`src/rtl/irq_ctrl_pkg.sv`:
```
package irq_ctrl_pkg;
   localparam int unsigned NUM_SRC = 4;
   localparam int unsigned VEC_W   = $clog2(NUM_SRC);

   localparam int unsigned SRC_EXT  = 0;
   localparam int unsigned SRC_TMR0 = 1;
   localparam int unsigned SRC_TMR1 = 2;
   localparam int unsigned SRC_ADC  = 3;

   typedef enum logic [1:0] {
      OP_IDLE  = 2'b00,
      OP_WRITE = 2'b01,
      OP_SET   = 2'b10,
      OP_CLEAR = 2'b11
   } bus_op_e;
endpackage

```
`src/rtl/irq_edge_sync.sv`:
```
module irq_edge_sync #(
   parameter int unsigned SYNC_STAGES = 2
) (
   input  logic clk,
   input  logic rst_n,
   input  logic pin,
   input  logic fall_sel,
   output logic edge_evt
);
   localparam int unsigned LAST = SYNC_STAGES - 1;

   if (SYNC_STAGES < 2) begin : g_bad_stages
      $error("irq_edge_sync: SYNC_STAGES must be at least 2");
   end

   logic [SYNC_STAGES-1:0] chain_q;
   logic                   prev_q;

   always_ff @(posedge clk or negedge rst_n) begin
      if (!rst_n) begin
         chain_q <= '0;
         prev_q  <= 1'b0;
      end else begin
         chain_q <= {chain_q[SYNC_STAGES-2:0], pin};
         prev_q  <= chain_q[LAST];
      end
   end

   always_comb begin
      if (fall_sel) edge_evt = prev_q & ~chain_q[LAST];
      else          edge_evt = ~prev_q & chain_q[LAST];
   end
endmodule

```
`src/rtl/irq_regfile.sv`:
```
module irq_regfile
   import irq_ctrl_pkg::*;
#(
   parameter int unsigned DATA_W = 8
) (
   input  logic                      clk,
   input  logic                      rst_n,
   input  logic                      reg_sel,
   input  logic [1:0]                bus_op,
   input  logic [$clog2(DATA_W)-1:0] bit_idx,
   input  logic [DATA_W-1:0]         wdata,
   input  logic [NUM_SRC-1:0]        src_evt,
   input  logic                      take,
   input  logic [VEC_W-1:0]          take_vec,
   input  logic                      ret,
   output logic                      master,
   output logic [NUM_SRC-1:0]        en,
   output logic [NUM_SRC-1:0]        flag,
   output logic [DATA_W-1:0]         rdata
);
   localparam int unsigned IDX_W  = $clog2(DATA_W);
   localparam int unsigned EN_LSB = 1;
   localparam logic [DATA_W-1:0] CTL_MASK = DATA_W'((1 << (NUM_SRC + 1)) - 1);
   localparam logic [DATA_W-1:0] FLG_MASK = DATA_W'((1 << NUM_SRC) - 1);

   if (DATA_W < NUM_SRC + 1) begin : g_bad_width
      $error("irq_regfile: DATA_W too small for the enable layout");
   end
   if ((1 << IDX_W) != DATA_W) begin : g_bad_pow2
      $error("irq_regfile: DATA_W must be a power of two");
   end

   logic [DATA_W-1:0] ctl_q, flg_q, ctl_d, flg_d;
   bus_op_e           op;

   assign op = bus_op_e'(bus_op);

   function automatic logic [DATA_W-1:0] apply_op(input logic [DATA_W-1:0] cur,
                                                  input bus_op_e           kind,
                                                  input logic [IDX_W-1:0]  idx,
                                                  input logic [DATA_W-1:0] wd);
      logic [DATA_W-1:0] res;
      res = cur;
      case (kind)
         OP_WRITE: res      = wd;
         OP_SET:   res[idx] = 1'b1;
         OP_CLEAR: res[idx] = 1'b0;
         default:  res      = cur;
      endcase
      return res;
   endfunction

   always_comb begin
      ctl_d = reg_sel ? ctl_q : apply_op(ctl_q, op, bit_idx, wdata);
      flg_d = reg_sel ? apply_op(flg_q, op, bit_idx, wdata) : flg_q;
      ctl_d = ctl_d & CTL_MASK;
      flg_d = flg_d & FLG_MASK;
      if (take) begin
         ctl_d[0]        = 1'b0;
         flg_d[take_vec] = 1'b0;
      end else if (ret) begin
         ctl_d[0] = 1'b1;
      end
      flg_d[NUM_SRC-1:0] = flg_d[NUM_SRC-1:0] | src_evt;
   end

   always_ff @(posedge clk or negedge rst_n) begin
      if (!rst_n) begin
         ctl_q <= '0;
         flg_q <= '0;
      end else begin
         ctl_q <= ctl_d;
         flg_q <= flg_d;
      end
   end

   assign master = ctl_q[0];
   assign en     = ctl_q[EN_LSB +: NUM_SRC];
   assign flag   = flg_q[NUM_SRC-1:0];
   assign rdata  = reg_sel ? flg_q : ctl_q;
endmodule

```
`src/rtl/irq_prio.sv`:
```
module irq_prio #(
   parameter int unsigned N     = 4,
   parameter int unsigned IDX_W = 2
) (
   input  logic [N-1:0]     pend,
   output logic             any,
   output logic [IDX_W-1:0] idx
);
   always_comb begin
      idx = '0;
      for (int i = N - 1; i >= 0; i--) begin
         if (pend[i]) idx = IDX_W'(i);
      end
   end
   assign any = |pend;
endmodule

```
`src/rtl/irq_enable_ctrl.sv`:
```
module irq_enable_ctrl
   import irq_ctrl_pkg::*;
#(
   parameter int unsigned DATA_W      = 8,
   parameter int unsigned SYNC_STAGES = 2
) (
   input  logic                      clk,
   input  logic                      rst_n,
   input  logic                      ext_pin,
   input  logic                      ext_fall_sel,
   input  logic                      tmr0_ovf,
   input  logic                      tmr1_ovf,
   input  logic                      adc_done,
   input  logic                      reg_sel,
   input  logic [1:0]                bus_op,
   input  logic [$clog2(DATA_W)-1:0] bit_idx,
   input  logic [DATA_W-1:0]         wdata,
   output logic [DATA_W-1:0]         rdata,
   input  logic                      irq_ack,
   input  logic                      irq_ret,
   output logic                      irq_req,
   output logic [1:0]                irq_vec
);
   logic               ext_evt;
   logic [NUM_SRC-1:0] src_evt;
   logic [NUM_SRC-1:0] en_vec, flag_vec, pend_vec;
   logic               master, pend_any, take;
   logic [VEC_W-1:0]   win_idx;

   irq_edge_sync #(.SYNC_STAGES(SYNC_STAGES)) u_edge (
      .clk      (clk),
      .rst_n    (rst_n),
      .pin      (ext_pin),
      .fall_sel (ext_fall_sel),
      .edge_evt (ext_evt)
   );

   always_comb begin
      src_evt           = '0;
      src_evt[SRC_EXT]  = ext_evt;
      src_evt[SRC_TMR0] = tmr0_ovf;
      src_evt[SRC_TMR1] = tmr1_ovf;
      src_evt[SRC_ADC]  = adc_done;
   end

   irq_regfile #(.DATA_W(DATA_W)) u_regs (
      .clk      (clk),
      .rst_n    (rst_n),
      .reg_sel  (reg_sel),
      .bus_op   (bus_op),
      .bit_idx  (bit_idx),
      .wdata    (wdata),
      .src_evt  (src_evt),
      .take     (take),
      .take_vec (win_idx),
      .ret      (irq_ret),
      .master   (master),
      .en       (en_vec),
      .flag     (flag_vec),
      .rdata    (rdata)
   );

   assign pend_vec = en_vec & flag_vec;

   irq_prio #(.N(NUM_SRC), .IDX_W(VEC_W)) u_prio (
      .pend (pend_vec),
      .any  (pend_any),
      .idx  (win_idx)
   );

   assign irq_req = master & pend_any;
   assign irq_vec = win_idx;
   assign take    = irq_ack & irq_req;
endmodule

```
`config.mk`:
```
export PLATFORM = sky130hd
export DESIGN_NAME = irq_enable_ctrl
export DESIGN_NICKNAME = d
export VERILOG_FILES = /design/src/rtl/irq_ctrl_pkg.sv /design/src/rtl/irq_edge_sync.sv /design/src/rtl/irq_regfile.sv /design/src/rtl/irq_prio.sv /design/src/rtl/irq_enable_ctrl.sv
export SDC_FILE = /design/constraint.sdc
export NUM_CORES = 1
export LEC_CHECK = 0
export BUFFER_PORTS_ARGS = -buffer_cell sky130_fd_sc_hd__buf_4
export CAP_MARGIN = 20
export CORE_UTILIZATION = 47
export DETAILED_ROUTE_END_ITERATION = 10
export PLACE_DENSITY = 0.76
export SLEW_MARGIN = 40
export SYNTH_ARGS = -nofsm -noshare
export SYNTH_HDL_FRONTEND = slang
export SYNTH_SLANG_ARGS = --single-unit
export TNS_END_PERCENT = 10
```
`constraint.sdc`:
```
create_clock -name clk -period 1.8 [get_ports clk]
set_clock_uncertainty 0.1 [all_clocks]
set_input_delay 0.09 -clock clk [delete_from_list [all_inputs] [get_ports clk]]
set_output_delay 0.09 -clock clk [all_outputs]
set_load 0.01 [all_outputs]
```
==> flow_summary.toml <==
[synthesis]
ys_seq_elements = 12
netlist_top_cells_area = "dfrtp_1 35%, mux2_2 13%, nand2_1 7.9%, a22oi_1 3.5%, a31oi_1 2.9%"
ys_seq_area_frac = 0.349
yosys_most_used_dff = "dfrtp_1"
ys.warnings.count = 0
synthTopCellsByCount = "18 x nand2_1, 12 x dfrtp_1, 10 x mux2_2"
synthArstFlopShare = 1.00
synth.most_common_cell = "nand2_1"
synth_edf_count = 0
synth.cell_area_um2 = 860
synth_top_area_share = 0.349
synth_area_leader_cell = "dfrtp_1"
netlist-cell-type-count = 34
synthCells = 93
syn_avg_cell_area_um2 = 9.24

[route]
vias_per_cell = 5.46
avgRoutedWirePerCell_um = 14.7
drtIter0Drc = 32
vias = 836
ant_nets = 0
drc = 0
drt-total-wl_um = 2240
firstDrtPassIters = 4

[setup_path]
reg2reg_to = "u_regs.flg_q[2]"
reg2regPathDepth = 4
end_kind = "primary output"
critPathRequiredTime_ps = 1610
crit_arrival_ps = 1430
regToRegStartpoint = "u_regs.flg_q[0]"
critPathMaxFanout = 6
start_kind = "flop"
r2r_setup_slack_ps = 230
path_class = "reg -> out"

[timing]
min_period_ps = 1620
whs_ps = 11.5
final_max_slew_viol_count = 0
worst_slack_ps = 183
fmax_ghz = 0.618
fin_tns_setup_ps = 0
setup_viol = 0
period_share = 0.898
hold_violations = 0
rsz0062_at_grt = "no"

[clocking]
cts.sinks = 12
cts_tree = "yes"
cts_buffer_depth = 2
cts.clk_slew.worst_paths_ps = 80
cts_buffers = 3
cts-root-buf = "clkbuf_4"
htreeDepth = 1
ctsResizeCount = 0
clk_latency_ps = 270

[global_routing]
grt_usage = 0.243
grt_pass1_wl_um = 3480
antenna_found_initial = 0
gr-total-overflow = 0
grt_pass1_vias = 757
grt_max_degree = 16

[floorplanning]
num_io_pins = 34
core_area_um2 = 1730
rows = 15
initial_core_util = 0.498
die_area_um2 = 2000
die_h_um = 44.8
fp.dieW_um = 44.8

[power_and_ir_drop]
power.total_mw = 0.938
power_density_nw_per_um2 = 802
p_leak_nw = 0.510
ir_drop_v = 0.000534

[outcome]
outcome = "completed"

[final_layout]
diodes = 0
postLayoutCoreUtil = 0.678
nets = 152
drive_gt1_frac = 0.383
area_delta_synth_final_pct = 36.1

[place]
place_hpwl_um = 1570
port-buffer-count = 27
pre_cts_slack_ps = 253
gp_congestion = 0.893

[worst_hold_path]
min_path_type = "in -> reg"
min_path_cells = 3
worstHoldStart = "irq_ret"
hold_end = "u_regs.ctl_q[0]"

[job]
maxCapViolCount = 0
[worst max-delay path: stages, from the launching register on]
cell	delay [ps]
dfrtp_1	420
nand2_1	190
a21boi_0	350
buf_4	190
[placed cells by master (no fill, tap or decap)]
master         netlist  routed
buf_4                3      27
nand2_1             18      18
dfrtp_1             12      12
mux2_2              10      10
dlygate4sd3_1        0       7
nor2_1               6       6
a22oi_1              4       4
a21oi_1              4       4
a31oi_1              4       4
conb_1               1       3
clkbuf_4             0       3
and2b_2              2       2
nor3b_2              2       2
a221oi_1             2       2
a221o_1              2       2
o21ai_0              2       2
nor3b_1              2       2
nand3_1              1       1
a21boi_0             1       1
or4_1                1       1
nand2_2              1       1
and3b_2              1       1
a2bb2oi_1            1       1
nor4b_1              1       1
nor3_2               1       1
o211ai_1             1       1
mux2i_1              1       1
o32ai_1              1       1
inv_1                1       1
nand3b_1             1       1
or2b_4               1       1
a32oi_1              1       1
nor2b_1              1       1
a211oi_1             1       1
clkbuf_8             0       1
[metal layers]
| metal | share of wire | GRT usage |
|---|---|---|
| met1 | 0.47 | 0.338 |
| met4 | 0.016 | 0.0909 |
| met2 | 0.48 | 0.394 |
| met3 | 0.031 | 0.0240 |
| met5 | 0 | 0 |
[stage by stage]
| step | std cells | cell area (um2) |
|---|---|---|
| floorplan | 95 | 867 |
| global placement | 142 | 1060 |
| detailed placement | 142 | 1060 |
| CTS | 153 | 1170 |
| global route | 153 | 1170 |
| finish | 153 | 1170 |
[sequential cells by signal, summed over array words and instances (netlist names)]
| name | count |
|---|---|
| u_edge.chain_q | 2 |
| u_regs.ctl_q | 5 |
| u_regs.flg_q | 4 |
| u_edge.prev_q | 1 |
[how the worst max path moves through the flow]
| stage | depth (start not counted) | endpoint | start |
|---|---|---|---|
| detailed placement | 4 | u_regs.flg_q[2] | u_regs.flg_q[0] |
| finish | 3 | irq_vec[0] | u_regs.flg_q[0] |
| floorplan | 4 | u_regs.flg_q[2] | u_regs.flg_q[0] |
| CTS | 3 | irq_vec[0] | u_regs.flg_q[0] |
| global route | 3 | irq_vec[0] | u_regs.flg_q[0] |
| global placement | 4 | u_regs.flg_q[2] | u_regs.flg_q[0] |
[final cells by class]
cell class	instances	area, um2
multi-input cells	77	526
clock buffers	4	36.3
fillers	154	557
repair buffers	34	273
flip-flops and latches	12	300
inverters	1	3.75
well taps	25	31.3
[power by group]
part / total [mW] / internal [mW] / leakage, nW / switching (mW)
registers: 0.352 / 0.309 / 0.130 / 0.0437
clock network: 0.220 / 0.123 / 0.0210 / 0.0966
logic: 0.366 / 0.192 / 0.359 / 0.173
total: 0.938 / 0.624 / 0.510 / 0.314
[kinds of logic (layout without fill, tap and decap cells)]
logic type,Yosys count,after routing,share of synthesized area
mux,11,11,0.143
buf+inv,6,39,0.0480
simple gates,39,39,0.256
compound gates,24,24,0.199
flops,12,12,0.349
other cells,1,3,0.00436
[what timing repair did]
action                                 in CTS  in global routing
hold buffers                                7                  0
setup buffers                               0                  0
endpoints found under the hold margin      18                  0
(Power assumes the default switching activity.)
